## config.mk

```make
export PLATFORM = sky130hd
export DESIGN_NAME = bus_hold_ctrl
export DESIGN_NICKNAME = d
export VERILOG_FILES = /design/src/rtl/bhc_pkg.sv /design/src/rtl/bhc_sync.sv /design/src/rtl/bhc_hold_latch.sv /design/src/rtl/bhc_ack_ctrl.sv /design/src/rtl/bhc_bus_float.sv /design/src/rtl/bus_hold_ctrl.sv
export SDC_FILE = /design/constraint.sdc
export NUM_CORES = 1
export LEC_CHECK = 0
export BUFFER_PORTS_ARGS = -buffer_cell sky130_fd_sc_hd__buf_2
export CORE_AREA = 3 3 40 42
export DETAILED_ROUTE_END_ITERATION = 16
export DIE_AREA = 0 0 43 45
export GPL_TIMING_DRIVEN = 0
export SYNTH_ARGS = -nofsm -noshare
export SYNTH_HDL_FRONTEND = slang
export SYNTH_SLANG_ARGS = --single-unit
```

## constraint.sdc

```tcl
create_clock -name clk_i -period 1.1 [get_ports clk_i]
set_input_delay 0.33 -clock clk_i [delete_from_list [all_inputs] [get_ports clk_i]]
set_output_delay 0.33 -clock clk_i [all_outputs]
set_load 0.005 [all_outputs]
```

## src/rtl/bhc_pkg.sv

```systemverilog
package bhc_pkg;
  typedef enum logic [2:0] {
    ST_T1   = 3'd0,
    ST_T2   = 3'd1,
    ST_T3   = 3'd2,
    ST_T4   = 3'd3,
    ST_T5   = 3'd4,
    ST_WAIT = 3'd5,
    ST_HALT = 3'd6
  } mstate_e;
  localparam int unsigned MSTATE_W = 3;
endpackage

```

## src/rtl/bhc_sync.sv

```systemverilog
module bhc_sync #(
  parameter int unsigned STAGES = 2
) (
  input  logic clk_i,
  input  logic rst_ni,
  input  logic d_i,
  output logic q_o
);
  logic [STAGES-1:0] stage_q;

  for (genvar g = 0; g < STAGES; g++) begin : g_stage
    logic src;
    if (g == 0) begin : g_first
      assign src = d_i;
    end else begin : g_rest
      assign src = stage_q[g-1];
    end
    always_ff @(posedge clk_i or negedge rst_ni) begin
      if (!rst_ni) stage_q[g] <= 1'b0;
      else         stage_q[g] <= src;
    end
  end

  assign q_o = stage_q[STAGES-1];
endmodule

```

## src/rtl/bhc_hold_latch.sv

```systemverilog
module bhc_hold_latch (
  input  logic clk_i,
  input  logic rst_ni,
  input  logic ph2_en_i,
  input  logic req_sync_i,
  input  logic ready_i,
  output logic latch_o
);
  logic latch_q;

  // sets with request and ready; stays while request stays
  always_ff @(posedge clk_i or negedge rst_ni) begin
    if (!rst_ni)       latch_q <= 1'b0;
    else if (ph2_en_i) latch_q <= req_sync_i & (ready_i | latch_q);
  end

  assign latch_o = latch_q;


  latch_set_on_ph2_chk: assert property (@(posedge clk_i) disable iff (!rst_ni)
    $rose(latch_q) |-> $past(ph2_en_i) && $past(ready_i) && $past(req_sync_i));
endmodule

```

## src/rtl/bhc_ack_ctrl.sv

```systemverilog
module bhc_ack_ctrl
  import bhc_pkg::*;
(
  input  logic                clk_i,
  input  logic                rst_ni,
  input  logic                ph1_en_i,
  input  logic                req_sync_i,
  input  logic                latch_i,
  input  logic [MSTATE_W-1:0] mstate_i,
  input  logic                rd_cyc_i,
  input  logic                cyc_end_i,
  output logic                ack_o,
  output logic                freeze_o
);
  mstate_e st;
  logic    ack_q, ack_d, frz_q, frz_d;
  logic    after_t3_q;   // previous phase1 edge began a non-read T3
  logic    grant_pt;

  assign st = mstate_e'(mstate_i);

  always_comb begin
    grant_pt = (st == ST_T3 && rd_cyc_i) || after_t3_q || (st == ST_HALT);
    ack_d    = ack_q ? req_sync_i : (latch_i & grant_pt);
    frz_d    = ack_d & (frz_q | cyc_end_i | (st == ST_HALT));
  end

  always_ff @(posedge clk_i or negedge rst_ni) begin
    if (!rst_ni) begin
      ack_q      <= 1'b0;
      frz_q      <= 1'b0;
      after_t3_q <= 1'b0;
    end else if (ph1_en_i) begin
      ack_q      <= ack_d;
      frz_q      <= frz_d;
      after_t3_q <= (st == ST_T3) && !rd_cyc_i;
    end
  end

  assign ack_o    = ack_q;
  assign freeze_o = frz_q;


  ack_only_ph1_chk: assert property (@(posedge clk_i) disable iff (!rst_ni)
    !ph1_en_i |=> $stable(ack_q) && $stable(frz_q));

  freeze_needs_ack_chk: assert property (@(posedge clk_i) disable iff (!rst_ni)
    frz_q |-> ack_q);

  release_on_drop_chk: assert property (@(posedge clk_i) disable iff (!rst_ni)
    ph1_en_i && ack_q && !req_sync_i |=> !ack_q && !frz_q);
endmodule

```

## src/rtl/bhc_bus_float.sv

```systemverilog
module bhc_bus_float (
  input  logic clk_i,
  input  logic rst_ni,
  input  logic ph2_en_i,
  input  logic ack_i,
  output logic float_o
);
  logic float_q;

  always_ff @(posedge clk_i or negedge rst_ni) begin
    if (!rst_ni)       float_q <= 1'b0;
    else if (ph2_en_i) float_q <= ack_i;
  end

  assign float_o = float_q;


  float_after_ack_chk: assert property (@(posedge clk_i) disable iff (!rst_ni)
    $rose(float_q) |-> ack_i);

  float_only_ph2_chk: assert property (@(posedge clk_i) disable iff (!rst_ni)
    !ph2_en_i |=> $stable(float_q));
endmodule

```

## src/rtl/bus_hold_ctrl.sv

```systemverilog
module bus_hold_ctrl
  import bhc_pkg::*;
#(
  parameter int unsigned SYNC_STAGES = 2
) (
  input  logic                clk_i,
  input  logic                rst_ni,
  input  logic                ph1_en_i,
  input  logic                ph2_en_i,
  input  logic                hold_req_i,
  input  logic                ready_i,
  input  logic [MSTATE_W-1:0] mstate_i,
  input  logic                rd_cyc_i,
  input  logic                cyc_end_i,
  output logic                hold_ack_o,
  output logic                bus_float_o,
  output logic                core_freeze_o
);
  logic req_sync, latch, ack, frz, flt;

  bhc_sync #(.STAGES(SYNC_STAGES)) u_sync (
    .clk_i(clk_i), .rst_ni(rst_ni), .d_i(hold_req_i), .q_o(req_sync)
  );

  bhc_hold_latch u_latch (
    .clk_i(clk_i), .rst_ni(rst_ni), .ph2_en_i(ph2_en_i),
    .req_sync_i(req_sync), .ready_i(ready_i), .latch_o(latch)
  );

  bhc_ack_ctrl u_ack (
    .clk_i(clk_i), .rst_ni(rst_ni), .ph1_en_i(ph1_en_i),
    .req_sync_i(req_sync), .latch_i(latch), .mstate_i(mstate_i),
    .rd_cyc_i(rd_cyc_i), .cyc_end_i(cyc_end_i),
    .ack_o(ack), .freeze_o(frz)
  );

  bhc_bus_float u_float (
    .clk_i(clk_i), .rst_ni(rst_ni), .ph2_en_i(ph2_en_i),
    .ack_i(ack), .float_o(flt)
  );

  assign hold_ack_o    = ack;
  assign bus_float_o   = flt;
  assign core_freeze_o = frz;


  float_covers_ack_chk: assert property (@(posedge clk_i) disable iff (!rst_ni)
    $fell(ack) |-> flt);

  no_stray_float_chk: assert property (@(posedge clk_i) disable iff (!rst_ni)
    flt && !ack |-> !$past(ph2_en_i) || $past(ack));
endmodule

```

==> reports/qor.yml <==
status:
  status: "finished with violations"
  violations: "setup timing"
sta:
  setup_ws_ns: -0.0132
  fmax_ghz: 0.898
  setup_viol: 1
  whs_ns: 0.184
  hold_viol: 0
  slew_viol_final: 0
  worst_pin_slew_ns: 0.238
  period_share: 1.01
  relSlewSlack: 0.841
  fin_setup_tns_ns: -0.0132
  final.min_clock_period_ns: 1.11
  fin_skew_ns: 0.00600
  rsz0062_at_grt: "yes"
clocking:
  cts_sinks: 7
  numCtsBuffers: 3
  cts_tree: "done"
  htree_levels: 1
  clk_latency_ns: 0.25
  root_buffer: "clkbuf_4"
  path_clk_slew_ns: 0.06
  cts_buffer_depth: 2
floorplanning:
  dieArea_mm2: 0.00194
  fp.coreArea_mm2: 0.00128
  die_w_um: 43
  die_h_um: 45
  boundaryPins: 14
  rows: 13
  start_util: 0.240
power:
  leakage_nw: 0.218
  total_power_uw: 669
  irDropWorstVdd_mv: 0.776
  power_density_mw_per_mm2: 1470
synthesis:
  synthesis.area_um2: 308
  ys_top_cells_by_area: "dfrtp_1 (57%), a21oi_1 (4.9%), o21ai_0 (4.9%)"
  netlist_instances: 28
  synth_top_cell_area_share: 0.569
  ys_seq_elements: 7
  ys_warn_count: 0
  synth_cell_type_count: 15
  syn_area_per_cell_um2: 11.0
  yosys.area.top_type: "dfrtp_1"
  synth_seq_area_share: 0.569
  syn_nets: 39
global_routing:
  antenna_found_initial: 0
  track_usage: 0.0808
  grt_pass1_vias: 263
  gr-total-overflow: 0
  grt_max_degree: 8
  grt_pass1_wl_um: 1080
hold_path:
  hp-class: "in -> reg"
worst_setup_path:
  worstRegToRegCells: 3
  cp_top_family: "flip-flops"
  critPathKind: "reg -> out"
  cp_max_fo: 2
  setup.worst_path.end: "hold_ack_o"
  crit_buf_inv: 1
  worstSetupStartpointType: "flip-flop"
  crit_arrival_ns: 0.78
  startpoint: "u_ack.ack_o$_DFFE_PN0P_"
  r2r-start: "u_ack.ack_o$_DFFE_PN0P_"
  crit_required_ns: 0.77
  max_stage_delay_ns: 0.41
  reg2reg_to: "u_ack.freeze_o$_DFFE_PN0P_"
  critPathCaptureType: "output pin"
  crit_chain: "buf_6"
  slowest_stage: "dfrtp_2"
  cp.depth: 1
  reg2reg_slack_ns: 0.03
final_layout:
  drive_above_1_share: 0.447
  fin_nets: 59
  final_core_util: 0.354
  design_area_um2: 455
  layout_common_cells: "buf_2 (12), dfrtp_1 (6)"
  layout.cells.most_common: "buf_2"
  multi_input_area_um2: 134
  antennaDiodeCount: 0
  area_delta_synth_final_pct: 48.0
  regArea_um2: 176
  nFillCells: 133
  final_cells: 62
placement:
  gp_congestion: 0.652
  placedInstanceArea_um2: 392
  pre_cts_ws_ns: -0.102
  hpwl_um: 443
  dp.cells: 56
  place.port_buffers: 13
flow_run:
  drv_cap: 0
drt:
  wl_um: 699
  avgRoutedWirePerCell_um: 11.3
  via_count: 272
  ant_nets: 0
  remaining_drc_errors: 0
  drt_iter0_drc: 2
  avgViaCountPerCell: 4.39
  drt_pass1_iterations: 4
-- layout make-up --
class / instances / area share
Sequential cell: 7 / 0.387
Clock buffer: 4 / 0.0577
Tap cell: 15 / 0.0412
Multi-Input combinational cell: 18 / 0.294
Inverter: 3 / 0.0247
Timing Repair Buffer: 15 / 0.195
-- worst min-delay path by stage --
stage,slack (ns),cells past startpoint,startpoint,end
final,0.18,1,hold_req_i,u_sync.g_stage[1].src$_DFF_PN0_
after global placement,0.17,1,rst_ni,u_sync.g_stage[1].src$_DFF_PN0_
after detailed placement,0.17,1,rst_ni,u_sync.g_stage[1].src$_DFF_PN0_
after global routing,0.16,1,hold_req_i,u_sync.g_stage[1].src$_DFF_PN0_
after floorplan,0.03,0,rst_ni,u_ack.ack_o$_DFFE_PN0P_
after CTS,0.18,1,hold_req_i,u_sync.g_stage[1].src$_DFF_PN0_
-- cells by family (layout without fill, tap and decap cells) --
| group | Yosys count | in the layout | share of synthesized area |
|---|---|---|---|
| and+or+nand+nor | 7 | 7 | 0.142 |
| AOI/OAI and AO/OA | 10 | 10 | 0.215 |
| muxes | 1 | 1 | 0.0366 |
| DFF | 7 | 7 | 0.569 |
| buffers and inverters | 3 | 22 | 0.0366 |
-- metal layers --
metal / track usage / vias to the layer above / routed length [µm]
met2: 0.102 / 16 / 294
met1: 0.0995 / 118 / 318
met3: 0.0518 / 0 / 87
li1: - / 138 / -
met5: 0 / - / 0
met4: 0.0542 / 0 / 0
-- registers in the layout, summed over array words and instances, names as in the netlist --
name / cells
u_ack.ack_o: 1
u_ack.after_t3_q: 1
u_ack.freeze_o: 1
u_float.float_o: 1
u_latch.latch_o: 1
u_sync.g_stage.src: 1
u_sync.q_o: 1
-- Yosys cell counts --
cell / count
a2111oi_2: 1
a21o_1: 1
a21oi_1: 3
a31oi_1: 1
dfrtp_1: 7
inv_1: 3
mux2_2: 1
nand3_1: 1
nand3b_1: 2
nor2_1: 1
nor2b_2: 1
nor3_1: 1
o21ai_0: 3
o31ai_1: 1
or2_1: 1
-- worst register-to-register path: cells and delay by family, from the launching register on --
| family | cells | cell delay (ns) |
|---|---|---|
| AOI/OAI and AO/OA | 1 | 0.31 |
| buffers and inverters | 1 | 0.16 |
| DFF | 1 | 0.41 |
| and+or+nand+nor | 1 | 0.07 |
-- power by group --
part | total (mW) | leakage, nW | internal [mW] | switching [mW]
Combinational | 0.130 | 0.116 | 0.0728 | 0.0568
Sequential | 0.301 | 0.0873 | 0.285 | 0.0165
Clock | 0.238 | 0.0150 | 0.139 | 0.0997
Total | 0.669 | 0.218 | 0.496 | 0.173
-- repair_timing --
action | in CTS | in global routing
gates resized for setup | 1 | 2
hold endpoints to repair | 7 | 0
hold buffers | 1 | 0
buffers inserted | 1 | 0
pin swaps | 1 | 0
setup endpoints to repair | 1 | 4
No activity file was read; power rests on OpenSTA's default activity.
